==> src/rtl/dir_home_ctrl.sv <==
module dir_home_ctrl #(
  parameter int N     = 4,
  parameter int LINES = 16,
  parameter int HOME  = 0,
  localparam int SW   = $clog2(N),
  localparam int LW   = $clog2(LINES)
) (
  input  logic          clk,
  input  logic          rst_n,
  input  logic          req_valid,
  input  logic [1:0]    req_op,
  input  logic [SW-1:0] req_src,
  input  logic [LW-1:0] req_line,
  output logic          rsp_valid,
  output logic [1:0]    rsp_kind,
  output logic [SW-1:0] rsp_dst,
  output logic [LW-1:0] rsp_line,
  output logic [1:0]    rsp_hops,
  output logic          nack_valid,
  output logic [SW-1:0] nack_dst,
  output logic          nack_err,
  output logic          fwd_valid,
  output logic [SW-1:0] fwd_dst,
  output logic [LW-1:0] fwd_line,
  input  logic          fwd_done,
  output logic          inv_valid,
  output logic [N-1:0]  inv_mask,
  output logic [LW-1:0] inv_line,
  input  logic          ack_valid,
  input  logic [SW-1:0] ack_src
);
  localparam logic [1:0] OP_RD = 2'd0, OP_UPG = 2'd2, OP_EVT = 2'd3;
  localparam logic [1:0] K_DATA = 2'd0, K_GRANT = 2'd1, K_DONE = 2'd2;

  typedef enum logic [1:0] {IDLE, FETCH, INVW} state_t;
  state_t state;

  logic [N:0]    dir [LINES];
  logic [LW-1:0] t_line;
  logic [SW-1:0] t_src, t_owner;
  logic          t_wr, t_grant;
  logic [N-1:0]  pend;

  function automatic logic [SW-1:0] first_set(input logic [N-1:0] v);
    first_set = '0;
    for (int i = N - 1; i >= 0; i--)
      if (v[i]) first_set = SW'(i);
  endfunction

  wire [N:0]   ent    = dir[req_line];
  wire         dirty  = ent[0];
  wire [N-1:0] pres   = ent[N:1];
  wire [N-1:0] sbit   = N'(1) << req_src;
  wire [N-1:0] tbit   = N'(1) << t_src;
  wire         own    = |(pres & sbit);
  wire [N-1:0] others = pres & ~sbit;
  wire [N-1:0] pend_n = pend & ~(N'(1) << ack_src);

  always_ff @(posedge clk) begin
    if (!rst_n) begin
      state <= IDLE;
      for (int l = 0; l < LINES; l++) dir[l] <= '0;
      {rsp_valid, nack_valid, nack_err, fwd_valid, inv_valid} <= '0;
      {rsp_kind, rsp_dst, rsp_line, rsp_hops, nack_dst} <= '0;
      {fwd_dst, fwd_line, inv_mask, inv_line} <= '0;
      {t_line, t_src, t_owner, t_wr, t_grant, pend} <= '0;
    end else begin
      rsp_valid  <= 1'b0;
      nack_valid <= 1'b0;
      nack_err   <= 1'b0;
      inv_valid  <= 1'b0;
      if (req_valid) begin
        if (state != IDLE || (dirty && own && req_op != OP_EVT)) begin
          nack_valid <= 1'b1;
          nack_dst   <= req_src;
          nack_err   <= (state == IDLE);
        end else begin
          t_line  <= req_line;
          t_src   <= req_src;
          t_wr    <= (req_op != OP_RD);
          t_grant <= (req_op == OP_UPG) && own;
          rsp_dst <= req_src;
          rsp_line <= req_line;
          rsp_hops <= 2'd1;
          if (req_op == OP_EVT) begin
            rsp_valid <= 1'b1;
            rsp_kind  <= K_DONE;
            if (own) dir[req_line] <= (dirty || others == '0) ? '0 : {others, 1'b0};
          end else if (dirty) begin
            state     <= FETCH;
            t_owner   <= first_set(pres);
            fwd_valid <= 1'b1;
            fwd_dst   <= first_set(pres);
            fwd_line  <= req_line;
          end else if (req_op == OP_RD) begin
            rsp_valid <= 1'b1;
            rsp_kind  <= K_DATA;
            dir[req_line] <= {pres | sbit, 1'b0};
          end else if (others != '0) begin
            state     <= INVW;
            pend      <= others;
            inv_valid <= 1'b1;
            inv_mask  <= others;
            inv_line  <= req_line;
          end else begin
            rsp_valid <= 1'b1;
            rsp_kind  <= ((req_op == OP_UPG) && own) ? K_GRANT : K_DATA;
            dir[req_line] <= {sbit, 1'b1};
          end
        end
      end
      if (state == FETCH && fwd_done) begin
        state     <= IDLE;
        fwd_valid <= 1'b0;
        rsp_valid <= 1'b1;
        rsp_kind  <= K_DATA;
        rsp_hops  <= (int'(t_owner) == HOME) ? 2'd1 : 2'd2;
        dir[t_line] <= t_wr ? {tbit, 1'b1} : {tbit | (N'(1) << t_owner), 1'b0};
      end
      if (state == INVW && ack_valid) begin
        pend <= pend_n;
        if (pend_n == '0) begin
          state     <= IDLE;
          rsp_valid <= 1'b1;
          rsp_kind  <= t_grant ? K_GRANT : K_DATA;
          rsp_hops  <= 2'd1;
          dir[t_line] <= {tbit, 1'b1};
        end
      end
    end
  end

  AST_BUSY_NACK: assert property (@(posedge clk) disable iff (!rst_n)
    req_valid && state != IDLE |=> nack_valid && !nack_err);
  AST_INV_NOT_SELF: assert property (@(posedge clk) disable iff (!rst_n)
    inv_valid |-> inv_mask != '0 && !inv_mask[t_src]);
  AST_INV_PULSE: assert property (@(posedge clk) disable iff (!rst_n)
    inv_valid |=> !inv_valid);
  AST_FWD_HOLD: assert property (@(posedge clk) disable iff (!rst_n)
    fwd_valid && !fwd_done |=> fwd_valid && $stable(fwd_dst) && $stable(fwd_line));
  AST_FWD_NOT_SELF: assert property (@(posedge clk) disable iff (!rst_n)
    fwd_valid |-> fwd_dst != t_src);
  AST_ERR_NO_RSP: assert property (@(posedge clk) disable iff (!rst_n)
    nack_err |-> nack_valid && !rsp_valid);
endmodule

==> config.mk <==
export PLATFORM = sky130hd
export DESIGN_NAME = dir_home_ctrl
export DESIGN_NICKNAME = d
export VERILOG_FILES = /design/src/rtl/dir_home_ctrl.sv
export SDC_FILE = /design/constraint.sdc
export NUM_CORES = 1
export LEC_CHECK = 0
export ABC_CLOCK_PERIOD_IN_PS = 3600
export BUFFER_PORTS_ARGS = -buffer_cell sky130_fd_sc_hd__buf_4
export CORE_MARGIN = 4
export CORE_UTILIZATION = 45
export DETAILED_ROUTE_END_ITERATION = 10
export SYNTH_ARGS = -nofsm -noshare
export SYNTH_HDL_FRONTEND = slang
export SYNTH_SLANG_ARGS = --single-unit
==> constraint.sdc <==
create_clock -name clk -period 3.6 [get_ports clk]
set_input_delay 0.18 -clock clk [delete_from_list [all_inputs] [get_ports clk]]
set_output_delay 0.18 -clock clk [all_outputs]
set_load 0.01 [all_outputs]
==> impl_metrics.json, run 1 <==
{
  "power_mw": 3.79,
  "cts.sinks": 119,
  "ioPinCount": 46,
  "max_freq_ghz": 0.307,
  "drt-initial-drc-count": 512,
  "setup_viol": 0,
  "period_share_pct": 90.4,
  "synth_nets": 575,
  "met3_length_um": 1140,
  "max_slew_margin_pct": 25.3,
  "die_w_um": 125,
  "p_leak_nw": 2.77,
  "hold_violations": 0,
  "netlist_top_cells_count": "105 x nor2_1, 80 x edfxtp_1, 49 x nand2_1",
  "synth_edf_count": 80,
  "gr-total-overflow": 0,
  "internal-power_mw": 2.80,
  "syn-cell-area_um2": 6200,
  "cp-start-kind": "flip-flop",
  "p_switching_mw": 0.989,
  "numCtsBuffers": 17,
  "worstSkewPairLatency_ns": 0.42,
  "fin_worst_hold_slack_ns": 0.0781,
  "postRouteAntennaNets": 0,
  "avgRoutedWirePerCell_um": 21.2,
  "p_per_area_nw_per_um2": 510,
  "area_growth_pct": 19.8,
  "vias": 4716,
  "dp_hpwl_um": 12200,
  "ir_drop_mv": 0.355,
  "yosysWarnings": 0,
  "first_global_vias": 4698,
  "grt_util_all_layers_pct": 22.7,
  "drt_wl_total_um": 17100,
  "p_sw_share_pct": 26.1,
  "route.detailed.drc": 0,
  "nets": 636,
  "diodes": 0,
  "design.core.area_um2": 13300,
  "synth_mux_area_share_pct": 12.6,
  "via_per_inst": 5.84,
  "critPathKind": "flip-flop to flip-flop",
  "wl_met2_um": 8170,
  "hold_buffers": 0,
  "die_y_um": 125,
  "cts_buffer_depth": 2,
  "cap_violations": 0,
  "rsz0062_at_grt": "no",
  "synth_flop_cell": "edfxtp_1",
  "grt_first_pass_wirelength_um": 27100,
  "crit_fanout": 16,
  "synth_top_family_by_area": "simple AND/OR/NAND/NOR gates",
  "ys_types": 71,
  "critPathLaunch": "dir[9][1]$_SDFFCE_PN0P_",
  "fin_crit_ns": 3.26,
  "synth_top_cell_by_area": "edfxtp_1",
  "synth_top_area_share_pct": 38.7,
  "status": "finished, final reports clean",
  "p_comb_share_pct": 15.0,
  "synth_compound_area_share_pct": 12.9,
  "drtPass1Iterations": 6,
  "die_area_um2": 15700,
  "gp_congestion": 0.915,
  "htree_num_levels": 4,
  "ctsResizeCount": 0,
  "start_util_pct": 46.5,
  "cts_tree": "built",
  "grt_antenna_before_repair": 0,
  "synth_fa_ha_area_share_pct": 0.605,
  "synthCells": 557,
  "highest_layer": "met4",
  "grt_max_degree": 24,
  "rows": 42,
  "cts.clk_slew.worst_paths_ns": 0.05,
  "drive_above_1_share_pct": 27.7,
  "hp-class": "input pin to flip-flop",
  "tightest_slew_ns": 1.12,
  "n_fill_cell": 1157,
  "required_ns": 3.70,
  "worstHoldStart": "req_src[0]",
  "p_seq_share_pct": 41.5,
  "async_flop_share_pct": 0,
  "synthTopCellsByArea": "edfxtp_1 39%, dfxtp_1 13%, nor2_1 6.4%",
  "wirelength_met1_um": 7250,
  "cts_setup_buffers": 0,
  "seq_area_frac_synth_pct": 51.3,
  "synth-xor-area-share_pct": 0,
  "yosysMostFrequentCell": "nor2_1",
  "fin_setup_tns_ns": 0,
  "synth_simple_gate_area_share_pct": 18.7,
  "ctsRootBufferMaster": "clkbuf_16",
  "post_synth.cell_area_avg_um2": 11.1,
  "clockPowerShare_pct": 43.5,
  "r2r-start": "dir[9][1]$_SDFFCE_PN0P_",
  "end_kind": "flip-flop",
  "numPortBuffers": 45,
  "crit_arrival_ns": 3.35,
  "skew_ns": 0.00807,
  "drv_slew": 0,
  "synth-seq-cells": 119
}
[power by group through the flow]
| stage | combinational, mW | sequential, mW | clock, mW |
|---|---|---|---|
| floorplan | 0.362 | 1.58 | 0 |
| global placement | 0.563 | 1.60 | 0 |
| detailed placement | 0.565 | 1.60 | 0 |
| CTS | 0.568 | 1.57 | 1.67 |
| global route | 0.614 | 1.58 | 1.75 |
| finish | 0.569 | 1.57 | 1.65 |
[cell type report]
| cell class | instances | area (um^2) | share of cell area (%) |
|---|---|---|---|
| Multi-Input combinational cell | 390 | 2790 | 37.5 |
| Sequential cell | 119 | 3180 | 42.8 |
| Clock buffer | 24 | 513 | 6.90 |
| Clock inverter | 8 | 67.6 | 0.909 |
| Timing Repair Buffer | 79 | 618 | 8.32 |
| Tap cell | 176 | 220 | 2.96 |
| Inverter | 11 | 41.3 | 0.556 |
[state kept, by name, indices dropped and copies added (netlist names)]
register    count
t_line          4
fwd_line        4
nack_err        1
pend            4
rsp_kind        2
inv_line        4
t_grant         1
nack_dst        2
state           2
t_src           2
inv_valid       1
dir            80
rsp_hops        2
t_owner         2
rsp_valid       1
nack_valid      1
fwd_valid       1
t_wr            1
inv_mask        4
[cell usage in the layout (no fill, tap or decap), drive strengths merged, types with 2 or more instances in the layout]
cell | Yosys | routed
a31oi | 19 | 19
o21a | 3 | 3
nand3b | 2 | 2
a32oi | 2 | 2
and3 | 2 | 2
and2 | 3 | 3
or4b | 2 | 2
a22oi | 2 | 2
nand3 | 11 | 11
ha | 3 | 3
o211ai | 5 | 5
nand2 | 49 | 49
dfxtp | 39 | 39
nand2b | 9 | 9
a211oi | 4 | 4
clkinv | 1 | 6
buf | 17 | 79
nor3b | 2 | 2
nor2 | 116 | 116
nor4b | 7 | 7
or3 | 2 | 2
o21ai | 10 | 10
nor4 | 12 | 12
nor3 | 7 | 7
a21oi | 25 | 25
mux2 | 8 | 8
a221oi | 4 | 4
edfxtp | 80 | 80
or2 | 6 | 6
inv | 10 | 11
o31ai | 2 | 2
mux2i | 29 | 29
clkbuf | 20 | 24
nor2b | 7 | 7
mux4 | 17 | 17
[critical path: stages (launching register included)]
cell	delay, ns
edfxtp_1	0.42
mux4_1	0.50
mux2_4	0.30
a211oi_2	0.25
a221oi_2	0.09
or4b_4	0.60
o211ai_2	0.11
buf_12	0.22
a31oi_4	0.15
nand2_1	0.28
[final timing paths]
path,end,slack [ns],depth (start not counted)
min,nack_dst[0]$_SDFFE_PN0P_,0.08,3
max reg2reg,dir[11][2]$_SDFFCE_PN0P_,0.34,9
max,dir[11][2]$_SDFFCE_PN0P_,0.34,9
min reg2reg,nack_dst[0]$_SDFFE_PN0P_,0.46,2
[metal layers]
layer	global-route usage [%]	vias to the layer above
li1	-	2183
met1	29.2	2309
met2	36.4	185
met3	6.14	39
met4	9.63	0
met5	0	-
[stage by stage]
step	cell area, um^2	util, %	worst slack [ns]	cells
after global routing	7430	55.7	0.226	807
after floorplan	6200	-	0.359	557
after CTS	7430	55.7	0.359	807
after detailed placement	6850	51.3	0.140	775
after global placement	6850	51.3	0.172	775
final	7430	55.7	0.344	807
[logic make-up after synthesis]
group / after synthesis
AOI/OAI and AO/OA: 91
adders and majority gates: 3
buffers and inverters: 48
DFF: 119
muxes: 54
and+or+nand+nor: 242
Power figures use the tool's default switching activity.
==> run 2, diff against run 1 <==
--- a/config.mk
+++ b/config.mk
@@ -9,7 +9,10 @@
 export BUFFER_PORTS_ARGS = -buffer_cell sky130_fd_sc_hd__buf_4
 export CORE_MARGIN = 4
 export CORE_UTILIZATION = 45
+export CTS_BUF_LIST = sky130_fd_sc_hd__clkbuf_8
+export CTS_CLUSTER_SIZE = 25
 export DETAILED_ROUTE_END_ITERATION = 10
+export SLEW_MARGIN = 15
 export SYNTH_ARGS = -nofsm -noshare
 export SYNTH_HDL_FRONTEND = slang
 export SYNTH_SLANG_ARGS = --single-unit
==> run 2 against run 1 <==
Hold slack worse by 0.043 ns. Sequential power barely moved. First-iteration DRC count up 0.39%. Via count stayed put. Power is 12% lower.
==> impl_metrics.json, run 2 (same netlist as run 1, synthesis figures left out) <==
{
  "p_comb_share_pct": 17.0,
  "start_util_pct": 46.5,
  "p_per_area_nw_per_um2": 463,
  "ctsResizeCount": 0,
  "cp-start-kind": "flip-flop",
  "via_per_inst": 5.84,
  "gp_congestion": 0.915,
  "grt_util_all_layers_pct": 22.5,
  "ir_drop_mv": 0.283,
  "period_share_pct": 89.9,
  "path_delay_family": "simple AND/OR/NAND/NOR gates",
  "dp_hpwl_um": 12200,
  "largest_register": "dir",
  "grt_antenna_before_repair": 0,
  "p_switching_mw": 0.935,
  "required_ns": 3.73,
  "internal-power_mw": 2.42,
  "route.detailed.drc": 0,
  "rsz0062_at_grt": "no",
  "numPortBuffers": 45,
  "htree_num_levels": 4,
  "slowest_delay_ns": 0.60,
  "drt-initial-drc-count": 514,
  "p_sw_share_pct": 27.9,
  "end_kind": "flip-flop",
  "ioPinCount": 46,
  "hold_buffers": 0,
  "ctsRootBufferMaster": "clkbuf_8",
  "cts.sinks": 119,
  "first_global_vias": 4678,
  "max_slew_margin_pct": 25.2,
  "skew_ns": 0.0163,
  "die_w_um": 125,
  "largest_reg_flops": 80,
  "cts_setup_buffers": 0,
  "n_fill_cell": 1187,
  "clockPowerShare_pct": 36.2,
  "p_leak_nw": 2.69,
  "avgRoutedWirePerCell_um": 21.0,
  "drv_slew": 0,
  "final_cell_mix": "105 x nor2_1, 80 x edfxtp_1, 77 x buf_4, 49 x nand2_1, 39 x dfxtp_1",
  "hp-class": "input pin to flip-flop",
  "drive_above_1_share_pct": 27.7,
  "cp_num_buf_inv": 1,
  "nets": 636,
  "numCtsBuffers": 17,
  "tightest_slew_ns": 1.12,
  "area_growth_pct": 16.8,
  "crit_arrival_ns": 3.37,
  "gr-total-overflow": 0,
  "cts_buffer_depth": 2,
  "diodes": 0,
  "fin_setup_tns_ns": 0,
  "postRouteAntennaNets": 0,
  "die_area_um2": 15700,
  "fin_crit_ns": 3.24,
  "cts.clk_slew.worst_paths_ns": 0.07,
  "grt_max_degree": 24,
  "grt_first_pass_wirelength_um": 26900,
  "vias": 4716,
  "p_seq_share_pct": 46.8,
  "rows": 42,
  "crit_slowest_cell": "or4b_4",
  "die_y_um": 125,
  "crit_fanout": 16,
  "critPathKind": "flip-flop to flip-flop",
  "max_freq_ghz": 0.309,
  "worstSkewPairLatency_ns": 0.46,
  "design.core.area_um2": 13300,
  "drt_wl_total_um": 17000,
  "status": "finished, final reports clean",
  "power_mw": 3.36,
  "drtPass1Iterations": 5,
  "fin_worst_hold_slack_ns": 0.0352,
  "cts_tree": "built",
  "final_common_cell": "nor2_1",
  "setup_viol": 0,
  "hold_violations": 0,
  "cap_violations": 0,
  "worstPathCellList": "mux4_1 > mux2_4 > a211oi_2 > a221oi_2 > or4b_4 > o211ai_2 > buf_12 > a31oi_4 > nand2_1"
}
## run 2: cell count changes in the layout (fill, tap and decap cells not counted)
| cell | delta |
|---|---|
| bufinv_16 | +1 |
| clkbuf_1 | -2 |
| clkbuf_8 | +17 |
| clkbuf_16 | -18 |
| inv_1 | +2 |
## run 2: worst paths after layout
path	start	to	slack, ns	cells past startpoint
worst min register to register	nack_dst[0]$_SDFFE_PN0P_	nack_dst[0]$_SDFFE_PN0P_	0.46	2
worst max-delay path	dir[9][1]$_SDFFCE_PN0P_	dir[11][2]$_SDFFCE_PN0P_	0.36	9
worst min-delay path	req_src[0]	nack_dst[0]$_SDFFE_PN0P_	0.04	3
worst max register to register	dir[9][1]$_SDFFCE_PN0P_	dir[11][2]$_SDFFCE_PN0P_	0.36	9
## run 2: final cells by class
type                            count  area (um^2)  share of cell area (%)
Clock buffer                       21          289                    3.99
Multi-Input combinational cell    390         2790                    38.5
Inverter                           11         41.3                   0.570
Clock inverter                     11          105                    1.45
Sequential cell                   119         3180                    43.9
Tap cell                          176          220                    3.04
Timing Repair Buffer               79          618                    8.53
## run 2: layer usage
metal	GRT usage [%]	vias to the layer above	routed length, um
met5	0	-	0
met4	8.55	0	513
met3	6.65	39	1210
met2	36.2	186	8050
met1	28.8	2307	7180
li1	-	2184	-
## run 2: stage by stage
step / setup WS (ns) / util [%] / cells / area [um^2]
2_1_floorplan: 0.359 / - / 557 / 6200
3_3_place_gp: 0.172 / 51.3 / 775 / 6850
3_5_place_dp: 0.140 / 51.3 / 775 / 6850
4_1_cts: 0.358 / 54.3 / 807 / 7250
5_1_grt: 0.218 / 54.3 / 807 / 7250
6_report: 0.364 / 54.3 / 807 / 7250
## run 2: worst reg2reg max path: stages, from the launching register on
cell and delay [ns]:
edfxtp_1 0.42, mux4_1 0.50, mux2_4 0.30, a211oi_2 0.25, a221oi_2 0.09, or4b_4 0.60, o211ai_2 0.11, buf_12 0.22
a31oi_4 0.16, nand2_1 0.28
## run 2: power by group through the flow
stage	Combinational [mW]	Sequential, mW	Clock, mW
finish	0.569	1.57	1.22
global route	0.613	1.58	1.30
CTS	0.567	1.57	1.24
detailed placement	0.565	1.60	0
global placement	0.563	1.60	0
floorplan	0.362	1.58	0
==> run 3, diff against run 2 <==
--- a/config.mk
+++ b/config.mk
@@ -9,7 +9,7 @@
 export BUFFER_PORTS_ARGS = -buffer_cell sky130_fd_sc_hd__buf_4
 export CORE_MARGIN = 4
 export CORE_UTILIZATION = 45
-export CTS_BUF_LIST = sky130_fd_sc_hd__clkbuf_8
+export CTS_BUF_LIST = sky130_fd_sc_hd__clkbuf_4
 export CTS_CLUSTER_SIZE = 25
 export DETAILED_ROUTE_END_ITERATION = 10
 export SLEW_MARGIN = 15
==> run 3 against run 2 <==
Combinational power grew 1%. Wire length is essentially flat. Utilization shrank 0.50 points. Clock-buffer cell count shrank 2. Global-route usage is essentially flat. Sequential cell count is the same. Power shrank 9.0%. Highest routed layer unchanged.
==> impl_metrics.json, run 3 (same netlist as run 1, synthesis figures left out) <==
{
  "start_util_pct": 46.5,
  "p_switching_mw": 0.897,
  "htree_num_levels": 4,
  "ir_drop_mv": 0.224,
  "critPathLaunch": "req_line[0]",
  "gr-total-overflow": 0,
  "ctsResizeCount": 0,
  "slowest_delay_ns": 0.86,
  "area_growth_pct": 15.7,
  "max_freq_ghz": 0.306,
  "drt_wl_total_um": 16900,
  "critPathKind": "input pin to flip-flop",
  "dpl_cell_area_um2": 6850,
  "status": "finished, final reports clean",
  "rows": 42,
  "cts_tree": "built",
  "required_ns": 3.87,
  "dp_hpwl_um": 12200,
  "grt_antenna_before_repair": 1,
  "r2r-start": "dir[9][1]$_SDFFCE_PN0P_",
  "setup_viol": 0,
  "worstPathCellList": "dlygate4sd3_1 > buf_4 > buf_4 > mux2i_1 > a221oi_1 > o21ai_0 > a32oi_1 > or4b_4 > o21ai_0 > a21oi_2 > nor2_1",
  "worstSkewPairLatency_ns": 0.56,
  "clockPowerShare_pct": 29.8,
  "cp_num_buf_inv": 3,
  "vias": 4736,
  "ioPinCount": 46,
  "drt-initial-drc-count": 536,
  "largest_reg_flops": 80,
  "period_share_pct": 90.9,
  "via_per_inst": 5.81,
  "final_cell_mix": "105 x nor2_1, 80 x edfxtp_1, 77 x buf_4, 49 x nand2_1, 39 x dfxtp_1",
  "tightest_slew_ns": 1.13,
  "die_area_um2": 15700,
  "cts_buffer_depth": 2,
  "p_comb_share_pct": 18.8,
  "fin_util_pct": 53.8,
  "postRouteAntennaNets": 0,
  "end_kind": "flip-flop",
  "drv_slew": 0,
  "numPortBuffers": 45,
  "cap_violations": 0,
  "skew_ns": 0.0300,
  "cts.clk_slew.worst_paths_ns": 0.11,
  "path_delay_family": "compound AO/OA/AOI/OAI gates",
  "crit_fanout": 16,
  "die_y_um": 125,
  "p_sw_share_pct": 29.4,
  "ctsRootBufferMaster": "clkbuf_4",
  "gp_congestion": 0.915,
  "p_seq_share_pct": 51.4,
  "max_slew_margin_pct": 24.7,
  "crit_arrival_ns": 3.54,
  "grt_max_degree": 24,
  "largest_register": "dir",
  "grt_first_pass_wirelength_um": 26900,
  "die_w_um": 125,
  "p_leak_nw": 2.65,
  "nets": 643,
  "numCtsBuffers": 17,
  "drive_above_1_share_pct": 27.1,
  "p_per_area_nw_per_um2": 426,
  "crit_slowest_cell": "a21oi_2",
  "worstHoldStart": "req_valid",
  "rsz0062_at_grt": "no",
  "fin_setup_tns_ns": 0,
  "grt_util_all_layers_pct": 22.5,
  "final_common_cell": "nor2_1",
  "internal-power_mw": 2.16,
  "hold_violations": 0,
  "hp-class": "input pin to flip-flop",
  "first_global_vias": 4730,
  "hold_buffers": 7,
  "cts_setup_buffers": 0,
  "finalInstanceArea_um2": 7180,
  "avgRoutedWirePerCell_um": 20.8,
  "route.detailed.drc": 0,
  "design.core.area_um2": 13300,
  "drtPass1Iterations": 5,
  "fin_crit_ns": 3.27,
  "cts.sinks": 119,
  "cp-start-kind": "input pin"
}
-- run 3: worst min-delay path, delay by kind of cell --
family | cells | cell delay [ns]
compound gates | 1 | 0.15
buf+inv | 1 | 0.11
mux | 1 | 0.13
-- run 3: worst paths after layout --
kind	endpoint	slack, ns	cells past startpoint
hold / removal	nack_dst[0]$_SDFFE_PN0P_	0.06	3
setup reg to reg	dir[11][0]$_SDFFCE_PN0P_	0.37	9
setup / recovery	dir[10][3]$_SDFFCE_PN0P_	0.33	11
hold reg to reg	nack_dst[0]$_SDFFE_PN0P_	0.47	2
-- run 3: cell type report --
cell class,count,area (um^2)
tap,176,220
multi-input combinational,390,2790
fill,1209,6170
clock inverter,13,113
inverter,11,41.3
sequential,119,3180
timing repair buffer,86,688
clock buffer,19,143
antenna,1,2.50
-- run 3: metal layers --
layer / GRT usage, % / routed length [um] / up-vias
li1: - / - / 2199
met1: 28.9 / 6990 / 2294
met2: 36.4 / 8050 / 200
met3: 5.88 / 1320 / 43
met4: 9.12 / 585 / 0
met5: 0 / 0 / -
-- run 3: power groups by stage --
| stage | clock network (mW) | registers (mW) | logic [mW] |
|---|---|---|---|
| floorplan | 0 | 1.58 | 0.362 |
| global placement | 0 | 1.60 | 0.563 |
| detailed placement | 0 | 1.60 | 0.565 |
| CTS | 0.929 | 1.57 | 0.572 |
| global route | 0.997 | 1.58 | 0.619 |
| finish | 0.910 | 1.57 | 0.575 |
-- run 3: through the flow --
stage,hold slack [ns],std cells,worst slack [ns],power (mW)
6_report,0.0568,815,0.327,3.06
5_1_grt,0.0293,815,0.133,3.20
4_1_cts,0.0201,814,0.356,3.07
3_5_place_dp,0.449,775,0.140,2.17
3_3_place_gp,0.445,775,0.172,2.16
2_1_floorplan,0.322,557,0.359,1.95
